<file path="config.mk">
export PLATFORM = sky130hd
export DESIGN_NAME = nmi_ctl_top
export DESIGN_NICKNAME = d
export VERILOG_FILES = /design/src/rtl/nmi_pkg.sv /design/src/rtl/nmi_port_decode.sv /design/src/rtl/nmi_err_source.sv /design/src/rtl/nmi_refresh_toggle.sv /design/src/rtl/nmi_ctl_top.sv
export SDC_FILE = /design/constraint.sdc
export NUM_CORES = 1
export LEC_CHECK = 0
export BUFFER_PORTS_ARGS = -buffer_cell sky130_fd_sc_hd__clkbuf_2
export CAP_MARGIN = 10
export CORE_MARGIN = 1.5
export CORE_UTILIZATION = 35
export CTS_CLUSTER_DIAMETER = 80
export DETAILED_ROUTE_END_ITERATION = 8
export PLACE_DENSITY = 0.66
export SETUP_SLACK_MARGIN = 0.15
export SYNTH_ARGS = -nofsm -noshare
export SYNTH_HDL_FRONTEND = slang
export SYNTH_HIERARCHICAL = 1
export SYNTH_SLANG_ARGS = --single-unit
export TNS_END_PERCENT = 50
</file>
<file path="constraint.sdc">
create_clock -name clk -period 2 [get_ports clk]
set_clock_uncertainty 0.15 [all_clocks]
set_input_delay 0 -clock clk [delete_from_list [all_inputs] [get_ports clk]]
set_output_delay 0 -clock clk [all_outputs]
set_load 0.02 [all_outputs]
</file>
<file path="src/rtl/nmi_pkg.sv">
package nmi_pkg;

    typedef enum logic [1:0] {
        SEL_NONE = 2'd0,
        SEL_CTRL = 2'd1,
        SEL_MASK = 2'd2
    } port_sel_e;

    // writable part of the status/control port (bits 3:0)
    typedef struct packed {
        logic spare;
        logic err_dis;
        logic spk_en;
        logic t2_en;
    } ctl_wr_t;

    // mask port
    typedef struct packed {
        logic       nmi_off;
        logic [6:0] scratch;
    } mask_t;

    // read view of the status/control port
    typedef struct packed {
        logic    err_stat;
        logic    zero6;
        logic    t2_lvl;
        logic    refr_tog;
        ctl_wr_t wr;
    } ctl_view_t;

    function automatic logic [7:0] build_ctl_view(
        input logic    err_stat,
        input logic    t2_lvl,
        input logic    refr_tog,
        input ctl_wr_t wr
    );
        ctl_view_t v;
        v.err_stat = err_stat;
        v.zero6    = 1'b0;
        v.t2_lvl   = t2_lvl;
        v.refr_tog = refr_tog;
        v.wr       = wr;
        return v;
    endfunction

endpackage

</file>
<file path="src/rtl/nmi_port_decode.sv">
module nmi_port_decode
    import nmi_pkg::*;
#(
    parameter int ADDR_W    = 16,
    parameter int CTRL_ADDR = 16'h0061,
    parameter int MASK_ADDR = 16'h0070
) (
    input  logic [ADDR_W-1:0] io_addr,
    input  logic              io_wr,
    output port_sel_e         sel,
    output logic              wr_ctrl,
    output logic              wr_mask
);
    localparam logic [ADDR_W-1:0] CTRL_A = ADDR_W'(CTRL_ADDR);
    localparam logic [ADDR_W-1:0] MASK_A = ADDR_W'(MASK_ADDR);

    always_comb begin
        if (io_addr == CTRL_A)      sel = SEL_CTRL;
        else if (io_addr == MASK_A) sel = SEL_MASK;
        else                        sel = SEL_NONE;
    end

    assign wr_ctrl = io_wr && (sel == SEL_CTRL);
    assign wr_mask = io_wr && (sel == SEL_MASK);
endmodule

</file>
<file path="src/rtl/nmi_err_source.sv">
module nmi_err_source (
    input  logic clk,
    input  logic rst,
    input  logic src_pulse,
    input  logic dis_next,
    output logic stat_q
);
    // the clear (disable) always wins over a pulse arriving in the same cycle
    always_ff @(posedge clk) begin
        if (rst)            stat_q <= 1'b0;
        else if (dis_next)  stat_q <= 1'b0;
        else if (src_pulse) stat_q <= 1'b1;
    end
endmodule

</file>
<file path="src/rtl/nmi_refresh_toggle.sv">
module nmi_refresh_toggle (
    input  logic clk,
    input  logic rst,
    input  logic refresh_pulse,
    output logic tog_q
);
    always_ff @(posedge clk) begin
        if (rst)                tog_q <= 1'b0;
        else if (refresh_pulse) tog_q <= ~tog_q;
    end
endmodule

</file>
<file path="src/rtl/nmi_ctl_top.sv">
module nmi_ctl_top
    import nmi_pkg::*;
#(
    parameter int ADDR_W    = 16,
    parameter int CTRL_ADDR = 16'h0061,
    parameter int MASK_ADDR = 16'h0070
) (
    input  logic              clk,
    input  logic              rst,
    input  logic [ADDR_W-1:0] io_addr,
    input  logic              io_wr,
    input  logic [7:0]        io_wdata,
    output logic [7:0]        io_rdata,
    input  logic              err_pulse,
    input  logic              refresh_pulse,
    input  logic              tmr2_out,
    output logic              tmr2_gate,
    output logic              spkr_out,
    output logic              nmi_out
);
    port_sel_e sel;
    logic      wr_ctrl, wr_mask;
    ctl_wr_t   ctrl_q, ctrl_d;
    mask_t     mask_q;
    logic      err_stat_q, refr_tog_q;

    nmi_port_decode #(
        .ADDR_W    (ADDR_W),
        .CTRL_ADDR (CTRL_ADDR),
        .MASK_ADDR (MASK_ADDR)
    ) u_dec (
        .io_addr (io_addr),
        .io_wr   (io_wr),
        .sel     (sel),
        .wr_ctrl (wr_ctrl),
        .wr_mask (wr_mask)
    );

    // only bits 3:0 are writable; 7:4 of the write data are dropped
    assign ctrl_d = wr_ctrl ? ctl_wr_t'(io_wdata[3:0]) : ctrl_q;

    always_ff @(posedge clk) begin
        if (rst) begin
            ctrl_q <= '0;
            mask_q <= '0;
        end else begin
            ctrl_q <= ctrl_d;
            if (wr_mask) mask_q <= mask_t'(io_wdata);
        end
    end

    nmi_err_source u_err (
        .clk       (clk),
        .rst       (rst),
        .src_pulse (err_pulse),
        .dis_next  (ctrl_d.err_dis),
        .stat_q    (err_stat_q)
    );

    nmi_refresh_toggle u_refr (
        .clk           (clk),
        .rst           (rst),
        .refresh_pulse (refresh_pulse),
        .tog_q         (refr_tog_q)
    );

    always_comb begin
        unique case (sel)
            SEL_CTRL: io_rdata = build_ctl_view(err_stat_q, tmr2_out, refr_tog_q, ctrl_q);
            SEL_MASK: io_rdata = mask_q;
            default:  io_rdata = 8'h00;
        endcase
    end

    assign tmr2_gate = ctrl_q.t2_en;
    assign spkr_out  = ctrl_q.spk_en & tmr2_out;
    assign nmi_out   = err_stat_q & ~mask_q.nmi_off;
endmodule

</file>
# ---- Word-level counts from Yosys, hierarchy flattened
# Cells that the tools add are included.
dict set report totals {
  regBits 14
  in_bits 30
  out_inout_bits 11
  elab_cells 23
}
dict set report op_classes {
  eq_ne 4
  mux 4
  n_bitwise 4
  n_reduce_logical 3
}
# cell n
set op_table {}
lappend op_table {{== test 16 x 7 -> 1 bit (second input constant)} 2}
lappend op_table {{case mux 8 bit (2 select lines)} 1}
lappend op_table {{2-to-1 mux 2 bit} 2}
lappend op_table {{2-to-1 mux 3 bit} 1}
lappend op_table {{bitwise AND 1 bit} 2}
lappend op_table {{== test 2 x 1 -> 1 bit (second input constant)} 1}
lappend op_table {{== test 2 bit (second input constant)} 1}
lappend op_table {{logical AND 1 bit} 2}
lappend op_table {{NOT 1 bit} 2}
lappend op_table {{OR reduction 2 bit} 1}

# ---- Longest topological paths before layout
# Gate-level depths: netlist of run 1.
dict set report logic_depth {
  ltp_word 7
  depth_mapped 8
  ltp_nobuf 7
}

# ---- Cells and area by module
# Netlist of run 1, hierarchy kept.
# mod n_inst cells_per_inst area_per_inst_um2 seq_area_each_um2
set by_module_without_submodules {}
lappend by_module_without_submodules {nmi_ctl_top 1 60 568.0 240.2}
lappend by_module_without_submodules {nmi_port_decode 1 12 83.8 0.0}
lappend by_module_without_submodules {nmi_err_source 1 3 33.8 20.0}
lappend by_module_without_submodules {nmi_refresh_toggle 1 3 32.5 20.0}

# ---- Worst setup path before layout of run 1
# No wires, ideal clock.
dict set report synth_timing {
  kind {input -> register}
  from {input io_addr[9]}
  to {register ctrl_q[2] (netlist name)}
  setup_time_ns 0.112
  arrival_ns 1.344
  path_slack_ns 0.394
  cell_stages 5
  cell_sequence {nor4_2 > nand2_1 > nor3_1 > mux2_4 > nor2b_4}
}
# element line_no
set synth_rtl {}
lappend synth_rtl {{start: declaration} nmi_ctl_top.sv:10} ;# input logic [ADDR_W-1:0] io_addr,
lappend synth_rtl {{end signal: assignment} nmi_ctl_top.sv:47} ;# ctrl_q <= ctrl_d;
lappend synth_rtl {{end: declaration} nmi_ctl_top.sv:23} ;# ctl_wr_t ctrl_q, ctrl_d;

# ---- Worst setup path after layout of run 1
dict set report layout_timing {
  from {input io_addr[9]}
  to {register ctrl_q, in the netlist tmr2_gate}
}
dict set report layout_between {
  elab_chain_cells 5
  word_cells_on_any_way 6
  classes_between {eq/ne (3); mux (2); reduce/logical (1)}
}
# element line_no
set layout_lines {}
lappend layout_lines {{== test 16 x 7 -> 1 bit} nmi_port_decode.sv:19} ;# else if (io_addr == MASK_A) sel = SEL_MASK;
lappend layout_lines {{2-to-1 mux 2 bit} nmi_port_decode.sv:19}
lappend layout_lines {{2-to-1 mux 2 bit (*)} nmi_port_decode.sv:18} ;# if (io_addr == CTRL_A) sel = SEL_CTRL;
lappend layout_lines {{== test 2 x 1 -> 1 bit (*)} nmi_port_decode.sv:23} ;# assign wr_ctrl = io_wr && (sel == SEL_CTRL);
lappend layout_lines {{logical AND 1 bit (*)} nmi_port_decode.sv:23}
lappend layout_lines {{via wr_ctrl} nmi_ctl_top.sv:22} ;# logic wr_ctrl, wr_mask;
# The timed path passes the listed nets; every way through them passes the cells marked *.
# A chain may end at the register's enable or synchronous reset.

==> results of run 1 <==
what timing repair did:
item                       4_1_cts  5_1_grt
hold buffers                    18        0
hold endpoints to repair        14        0
resized for setup                0        2
setup endpoints to repair        0        6
path summary, 6_finish.rpt:
kind	from	end	slack, ns	depth (start not counted)
min	io_wr	u_err/stat_q	0.11	5
min reg2reg	mask_q[0]	mask_q[0]	0.35	2
max reg2reg	u_refr/tog_q	u_refr/tog_q	0.63	3
max	io_addr[9]	tmr2_gate	0.26	8
registers in the layout, summed over array words and instances, names as in the netlist:
| signal | cells |
|---|---|
| u_refr/tog_q | 1 |
| u_err/stat_q | 1 |
| ctrl_q | 3 |
| mask_q | 8 |
| tmr2_gate | 1 |
metrics by stage:
step                power [W]  utilization (%)  cell area (um2)  hold slack, ns  setup slack [ns]
floorplan            0.000306                -              718         -0.0857             0.394
global placement     0.000340             49.3              957          0.0869             0.425
detailed placement   0.000341             49.3              957           0.101             0.386
CTS                  0.000507             59.7             1160          0.0914             0.169
global route         0.000522             60.2             1170           0.133             0.112
finish               0.000504             60.2             1170           0.106             0.258
report_power, final:
group / internal [W] / switching [W]
clock network: 0.0000695 / 0.0000795
registers: 0.000282 / 0.00000250
logic: 0.0000445 / 0.0000261
critical path, delay by kind of cell:
family | cells | cell delay, ns
and+or+nand+nor | 4 | 0.72
muxes | 1 | 0.18
buffers and inverters | 3 | 0.85
kinds of logic after synthesis:
| family | after synthesis |
|---|---|
| AOI/OAI and AO/OA | 7 |
| muxes | 12 |
| and+or+nand+nor | 36 |
| DFF | 14 |
| buffers and inverters | 6 |
| adders and majority gates | 2 |
| xor gates and xnor gates | 1 |
routing by layer:
layer  global-route usage [%]  share of wire (%)  vias to the layer above
li1                         -                  -                      391
met1                     17.7                 43                      356
met2                     28.5                 53                       23
met3                     1.85                3.4                        2
met4                     4.29               0.50                        0
met5                        0                  0                        -
final cells by class:
| type | instances | share of cell area [%] |
|---|---|---|
| repair buffers | 61 | 34.4 |
| inverters | 3 | 0.963 |
| multi-input cells | 58 | 35.8 |
| clock buffers | 3 | 1.93 |
| well taps | 27 | 2.89 |
| flip-flops and latches | 14 | 24.0 |
cells in the final DEF (no fill, tap or decap):
master         count
buf_4              3
clkbuf_4           3
nor2b_4            1
nand4b_1           2
and4bb_2           1
a22oi_1            7
nor3_2             3
nor4_2             2
inv_1              3
dlygate4sd3_1     18
mux2i_1           11
clkbuf_2          40
nor2b_1            1
ha_1               2
dfxtp_1           14
nand2_1            1
nor2_1            23
and2_1             2
xnor2_1            1
mux2_4             1
==> impl_metrics.ini, run 1 <==
[worst_hold_path]
hp-class = input pin to flip-flop

[setup_path]
crit_path_cell_trace = clkbuf_2 -> nor4_2 -> nand2_1 -> nor3_2 -> buf_4 -> mux2i_1 -> nor2_1 -> dlygate4sd3_1
path_max_fanout = 4
cp_data_arrival_time_ns = 1.74
crit_slowest_cell = dlygate4sd3_1
cp-start-kind = input pin
end_kind = flip-flop
crit_type = input pin to flip-flop
critPathMaxStageDelay_ns = 0.57
critPathRequiredTime_ns = 2.00

[routing]
num_vias = 772
drc = 0
dr.pass1.iters = 3
drt-initial-drc-count = 5
post_drt_via_cell_ratio = 4.65
route.detailed.wl_per_inst_um = 10.9
drt.antenna.violating_nets = 0
routed_wl_um = 1810

[sta]
slew_viol_final = 0
setup_tns_ns = 0
max_clock_freq_ghz = 0.574
relSlewSlack_pct = 78.2
period_share_pct = 87.1
min_period_ns = 1.74
worstMarginPinSlew_ns = 0.327
rsz0062_at_grt = true
setup_viol = 0
hold_violations = 0

[synth]
syn-cell-area_um2 = 718
async_reset_ff_share_pct = 0
synth_common_cells = 23 x nor2_1, 14 x dfxtp_1, 11 x mux2i_1, 7 x a22oi_1, 3 x inv_1
synth_seq_cells = 14
synthSimpleGateAreaFrac_pct = 27.5
synth-compound-area-share_pct = 7.32
ys_types = 20
synth_top_family_by_area = simple AND/OR/NAND/NOR gates
ys_top_cells_by_area = dfxtp_1 39%, mux2i_1 15%, nor2_1 12%, a22oi_1 7.3%, ha_1 3.5%
synthMuxAreaShare_pct = 17.4
syn_area_per_cell_um2 = 9.21
synth_area_leader_cell = dfxtp_1
netlist_instances = 78
synth_fp_nets = 110
synth-xor-area-share_pct = 1.22
synth_top_area_share_pct = 39.0
synth_flop_cell = dfxtp_1
synth_edf_count = 0
seq_area_frac_synth_pct = 39.0
synthAdderAreaFrac_pct = 3.48
yosys_warnings = 6
yosysMostFrequentCell = nor2_1

[place]
dp_cells = 145
dp_hpwl_um = 1290
portBuffers = 40
gp_congestion = 0.655

[global_routing]
grt-ovfl-total = 0
grt_first_pass_wirelength_um = 2880
grt_max_degree = 15
antenna_found_initial = 0
track_usage_pct = 15.0
grt_pass1_vias = 723

[final_layout]
multi_input_area_um2 = 419
fin_nets = 173
drive_above_1_share_pct = 38.8
area_growth_pct = 62.9
fin_cells = 166
insertedDiodeCount = 0
fill_cells = 188
ff_latch_area_um2 = 280

[clocking]
cts_tree = done
numCtsBuffers = 3
cts_sinks = 14
cts_setup_buffers = 0
clk_pin_slew_ns = 0.07
cts.path.max_buffers = 2
cts_root_buf = clkbuf_4
h-tree-depth = 1
clock_latency_ns = 0.27

[die]
ios = 41
die_x_um = 48.3
num_rows = 16
die_h_um = 48.3
die_area_um2 = 2330
core_um2 = 1940
start_util_pct = 37.0

[pwr]
leakage_nw = 0.498
power_density_nw_per_um2 = 431
irDropWorstVdd_mv = 0.319

[run]
max_cap_violations = 0

[outcome]
outcome = complete, no violations
(Power assumes the default switching activity.)
==> run 2: changes to the inputs <==
--- a/config.mk
+++ b/config.mk
@@ -5,13 +5,14 @@
 export SDC_FILE = /design/constraint.sdc
 export NUM_CORES = 1
 export LEC_CHECK = 0
+export ABC_AREA = 1
 export BUFFER_PORTS_ARGS = -buffer_cell sky130_fd_sc_hd__clkbuf_2
 export CAP_MARGIN = 10
 export CORE_MARGIN = 1.5
-export CORE_UTILIZATION = 35
+export CORE_UTILIZATION = 42
 export CTS_CLUSTER_DIAMETER = 80
 export DETAILED_ROUTE_END_ITERATION = 8
-export PLACE_DENSITY = 0.66
+export PLACE_DENSITY = 0.76
 export SETUP_SLACK_MARGIN = 0.15
 export SYNTH_ARGS = -nofsm -noshare
 export SYNTH_HDL_FRONTEND = slang
==> run 2 against run 1 <==
Net effect: combinational power is 1% higher; sequential power hardly changed; area after synthesis is 5.7% higher; worst hold slack worse by 0.069 ns; register-to-register slack worse by 0.09 ns; largest cell class unchanged.
==> impl_metrics.ini, run 2 <==
[outcome]
outcome = complete, no violations

[synth]
synth_area_leader_cell = dfxtp_1
synth_seq_cells = 14
synth_top_area_share_pct = 36.9
syn-cell-area_um2 = 759
seq_area_frac_synth_pct = 36.9
syn_area_per_cell_um2 = 5.89
yosysMostFrequentCell = nor2_1
netlist_instances = 129
synth_common_cells = 41 x nor2_1, 30 x nand2_1, 19 x inv_1, 14 x dfxtp_1, 11 x o21ai_0
synth_fp_nets = 161
yosys_warnings = 6
synth_edf_count = 0
synth_flop_cell = dfxtp_1
ys_top_cells_by_area = dfxtp_1 37%, nor2_1 20%, nand2_1 15%, inv_1 9.4%, o21ai_0 7.2%
ys_types = 11
async_reset_ff_share_pct = 0

[pwr]
leakage_nw = 0.635
power_density_nw_per_um2 = 491
irDropWorstVdd_mv = 0.349

[place]
pre_cts_ws_ns = 0.517
dp_hpwl_um = 1450
portBuffers = 40
gp_congestion = 0.812
dp_cells = 194

[sta]
rsz0062_at_grt = false
period_share_pct = 78.4
hold_violations = 0
max_clock_freq_ghz = 0.638
holdWs_ns = 0.0369
worstMarginPinSlew_ns = 0.376
setup_viol = 0
slew_viol_final = 0
relSlewSlack_pct = 74.8
setup_tns_ns = 0
min_period_ns = 1.57
worst_slack_ns = 0.433

[routing]
dr.max_layer_used = met4
drt-initial-drc-count = 27
routed-wl-met2_um = 951
post_drt_via_cell_ratio = 4.45
num_vias = 938
route.detailed.wl_per_inst_um = 9.50
routed_wl_um = 2010
dr.pass1.iters = 4
dr_wl_met3_um = 122
wl_met1_um = 889
drc = 0
drt.antenna.violating_nets = 0

[clocking]
clk_pin_slew_ns = 0.09
cts_sinks = 14
cts_root_buf = clkbuf_4
h-tree-depth = 1
post_cts_resized = 0
numCtsBuffers = 3
cts_tree = done
cts_setup_buffers = 0
cts.path.max_buffers = 2
clock_latency_ns = 0.29

[setup_path]
endpoint = u_err/stat_q
cp-start-kind = input pin
critPathMaxStageDelay_ns = 0.54
path_delay_family = buffers and inverters
path_depth = 15
critPathRequiredTime_ns = 2.04
path_max_fanout = 5
rrSetupSlack_ns = 0.54
critical_path.most_common_cell = nand2_1
r2r-start = ctrl_q[2]
end_kind = flip-flop
reg2reg_to = u_err/stat_q
cp_data_arrival_time_ns = 1.60
reg2reg_depth = 8
crit_path_cell_trace = clkbuf_2 -> nor2_1 -> nand2_1 -> nor2_2 -> nand2_1 -> nor2_1 -> buf_4 -> inv_1 -> nand2_1 -> nand2_1 -> inv_1 -> inv_2 -> nand2_1 -> nor2_1 -> dlygate4sd3_1
crit_type = input pin to flip-flop
crit_start = io_addr[13]
crit_slowest_cell = dlygate4sd3_1
worst-path-buf-inv = 6

[die]
start_util_pct = 44.5
die_area_um2 = 2070
die_x_um = 45.5
ios = 41
num_rows = 15
die_h_um = 45.5
core_um2 = 1710

[final_layout]
utilization_pct = 67.9
ff_latch_area_um2 = 280
largestRegisters = mask_q (8), ctrl_q (3)
fin_nets = 219
layout_common_cells = 41 x nor2_1, 40 x clkbuf_2, 30 x nand2_1
top_register = mask_q
fill_cells = 158
area_growth_pct = 52.7
layout_commonest_cell = nor2_1
largest_reg_flops = 8
drive_above_1_share_pct = 26.3
insertedDiodeCount = 0
fin_cells = 211
multi_input_area_um2 = 388

[worst_hold_path]
hp-class = input pin to flip-flop

[global_routing]
antenna_found_initial = 0
grt_max_degree = 12
track_usage_pct = 21.8
grt_pass1_vias = 834
grt_first_pass_wirelength_um = 3280
grt-ovfl-total = 0

[run]
max_cap_violations = 0
## run 2: worst reg2reg max path, cell delays in order, from the launching register on
cell           delay, ns
dfxtp_1             0.33
inv_1               0.04
nand2_1             0.05
nand2_1             0.06
inv_1               0.06
inv_2               0.03
nand2_1             0.05
nor2_1              0.04
dlygate4sd3_1       0.54
## run 2: through the flow
| stage | total power [W] | cell area (um2) |
|---|---|---|
| floorplan | 0.000309 | 759 |
| global placement | 0.000340 | 993 |
| detailed placement | 0.000342 | 993 |
| CTS | 0.000569 | 1160 |
| global route | 0.000593 | 1160 |
| finish | 0.000570 | 1160 |
## run 2: area by class of cell
cell class | count | share of cell area [%]
Tap cell | 25 | 2.70
Sequential cell | 14 | 24.2
Timing Repair Buffer | 55 | 29.8
Multi-Input combinational cell | 92 | 33.4
Clock buffer | 4 | 3.13
Inverter | 21 | 6.80
## run 2: cell families after synthesis
group | synth area share (%)
buf+inv | 12.0
fa+ha+maj | 3.29
compound gates | 11.9
flops | 36.9
simple gates | 35.9
## run 2: power by group
group          switching, W  internal, W   total, W
sequential       0.00000214     0.000282   0.000284
combinational     0.0000281    0.0000436  0.0000716
clock              0.000103     0.000111   0.000214
total              0.000133     0.000436   0.000570
## run 2: worst min path at each step
stage	start	end	slack (ns)	cells past startpoint
floorplan	rst	ctrl_q[2]	-0.08	1
global placement	rst	ctrl_q[2]	0.06	2
detailed placement	rst	ctrl_q[2]	0.06	2
CTS	io_wr	mask_q[7]	0.04	5
global route	io_wr	mask_q[6]	0.11	5
finish	io_wr	mask_q[7]	0.04	5
## run 2: per-layer routing
layer	vias to the layer above	GRT usage [%]
met4	0	8.82
li1	497	-
met5	-	0
met2	35	38.3
met1	401	26.6
met3	5	2.78
## run 2: what timing repair did
item,4_1_cts,5_1_grt
endpoints found under the hold margin,14,0
hold buffers,13,0
setup endpoints to repair,0,0
==> run 3: changes to the inputs <==
--- a/config.mk
+++ b/config.mk
@@ -9,10 +9,10 @@
 export BUFFER_PORTS_ARGS = -buffer_cell sky130_fd_sc_hd__clkbuf_2
 export CAP_MARGIN = 10
 export CORE_MARGIN = 1.5
-export CORE_UTILIZATION = 42
+export CORE_UTILIZATION = 39
 export CTS_CLUSTER_DIAMETER = 80
 export DETAILED_ROUTE_END_ITERATION = 8
-export PLACE_DENSITY = 0.76
+export PLACE_DENSITY = 0.74
 export SETUP_SLACK_MARGIN = 0.15
 export SYNTH_ARGS = -nofsm -noshare
 export SYNTH_HDL_FRONTEND = slang
==> constraint.sdc (replaced) <==
create_clock -name clk -period 1.3 [get_ports clk]
set_clock_uncertainty 0.15 [all_clocks]
set_input_delay 0 -clock clk [delete_from_list [all_inputs] [get_ports clk]]
set_output_delay 0 -clock clk [all_outputs]
set_load 0.02 [all_outputs]
==> run 3 against run 2 <==
Net effect: the flow now finishes with violations (negative setup slack); cell area is 18% higher; non-clock buffer count is 1 higher; worst hold slack better by 0.074 ns; critical endpoint is now io_rdata[3].
==> impl_metrics.ini, run 3 (synthesis results as in run 2) <==
[sta]
rsz0062_at_grt = true
relSlewSlack_pct = 84.8
setup_viol = 7
min_period_ns = 1.38
max_clock_freq_ghz = 0.724
worst_slack_ns = -0.0807
period_share_pct = 106
slew_viol_final = 0
hold_violations = 0
holdWs_ns = 0.111
worstMarginPinSlew_ns = 0.228

[final_layout]
top_register = mask_q
largest_reg_flops = 8
drive_above_1_share_pct = 39.6
largestRegisters = mask_q (8), ctrl_q (3)
area_growth_pct = 80.7
utilization_pct = 77.0
layout_common_cells = 36 x nor2_1, 31 x clkbuf_2, 27 x nand2_1
fill_cells = 147
insertedDiodeCount = 0
multi_input_area_um2 = 527
ff_latch_area_um2 = 280
layout_commonest_cell = nor2_1
fin_nets = 220

[clocking]
cts_sinks = 14
cts_setup_buffers = 0
cts_root_buf = clkbuf_4
clk_pin_slew_ns = 0.09
cts.path.max_buffers = 2
clock_latency_ns = 0.28
h-tree-depth = 1
numCtsBuffers = 3
cts_tree = done

[pwr]
power_density_nw_per_um2 = 637
irDropWorstVdd_mv = 0.670
leakage_nw = 0.647

[setup_path]
reg2reg_depth = 7
crit_type = input pin to output port
cp-start-kind = input pin
critical_path.most_common_cell = inv_2
end_kind = output port
cp_data_arrival_time_ns = 1.23
crit_path_cell_trace = clkbuf_2 -> nor2_1 -> nand2_1 -> nor2_4 -> nand2_2 -> inv_2 -> inv_2 -> ha_4 -> a21oi_4 -> buf_8
critPathRequiredTime_ns = 1.15
critPathMaxStageDelay_ns = 0.31
path_delay_family = simple AND/OR/NAND/NOR gates
rrSetupSlack_ns = 0.37
path_depth = 10
path_max_fanout = 7
crit_slowest_cell = ha_4
worst-path-buf-inv = 4

[die]
num_rows = 15
core_um2 = 1780
die_area_um2 = 2220
start_util_pct = 42.6
die_x_um = 47.1
ios = 41
die_h_um = 47.1

[routing]
num_vias = 974
post_drt_via_cell_ratio = 4.59
drt-initial-drc-count = 14
route.detailed.wl_per_inst_um = 10.6
dr.pass1.iters = 4
routed_wl_um = 2250
drc = 0
drt.antenna.violating_nets = 0

[global_routing]
grt_first_pass_wirelength_um = 3570
grt_pass1_vias = 908
grt-ovfl-total = 0
track_usage_pct = 23.1
grt_max_degree = 12
antenna_found_initial = 0

[run]
max_cap_violations = 0

[place]
gp_congestion = 0.790
dp_hpwl_um = 1640
portBuffers = 40

[outcome]
outcome = finished with violations
violations = negative setup slack

[worst_hold_path]
hp-class = input pin to flip-flop
worstHoldPathCells = 6
==> run 3: layout make-up <==
class | count | share of cell area [%]
inverters | 21 | 6.02
flip-flops and latches | 14 | 20.4
well taps | 25 | 2.28
multi-input cells | 92 | 38.4
repair buffers | 56 | 30.3
clock buffers | 4 | 2.64
==> run 3: layer usage <==
layer	vias to the layer above	global-route usage, %	routed length [um]
met5	-	0	0
met4	0	6.67	45
met3	6	6.15	114
met2	35	45.2	1220
met1	433	23.7	867
li1	500	-	-
==> run 3: worst register-to-register path, stage by stage, from the launching register on <==
cell and delay (ns):
dfxtp_1 0.34, inv_1 0.04, nand2_1 0.05, nand2_1 0.07
inv_1 0.08, inv_2 0.03, nand2_1 0.05, nor2_1 0.04
==> run 3: final timing paths <==
kind / start / endpoint
setup / recovery: io_addr[14] / io_rdata[3]
hold / removal: io_wr / mask_q[2]
setup reg to reg: ctrl_q[2] / u_err/stat_q
hold reg to reg: mask_q[2] / mask_q[2]
==> run 3: repair_timing <==
action	in CTS	in global routing
hold endpoints to repair	14	0
hold buffers	11	0
gates resized for setup	12	30
setup endpoints to repair	8	20
pin swaps	6	8
==> run 3: power breakdown <==
part	switching, W	internal (W)
Sequential	0.00000325	0.000433
Clock	0.000149	0.000170
Combinational	0.0000502	0.0000687
Total	0.000202	0.000672
==> run 3: through the flow <==
stage          cell area [um2]  total power [W]  instances  setup slack, ns  setup TNS [ns]
4_1_cts                   1300         0.000872        212           -0.113          -0.769
6_report                  1370         0.000874        212          -0.0807          -0.533
2_1_floorplan              851         0.000476        129            0.170               0
3_3_place_gp              1110         0.000525        197          -0.0955          -0.610
3_5_place_dp              1110         0.000528        197           -0.226           -2.16
5_1_grt                   1370         0.000921        212           -0.132          -0.885
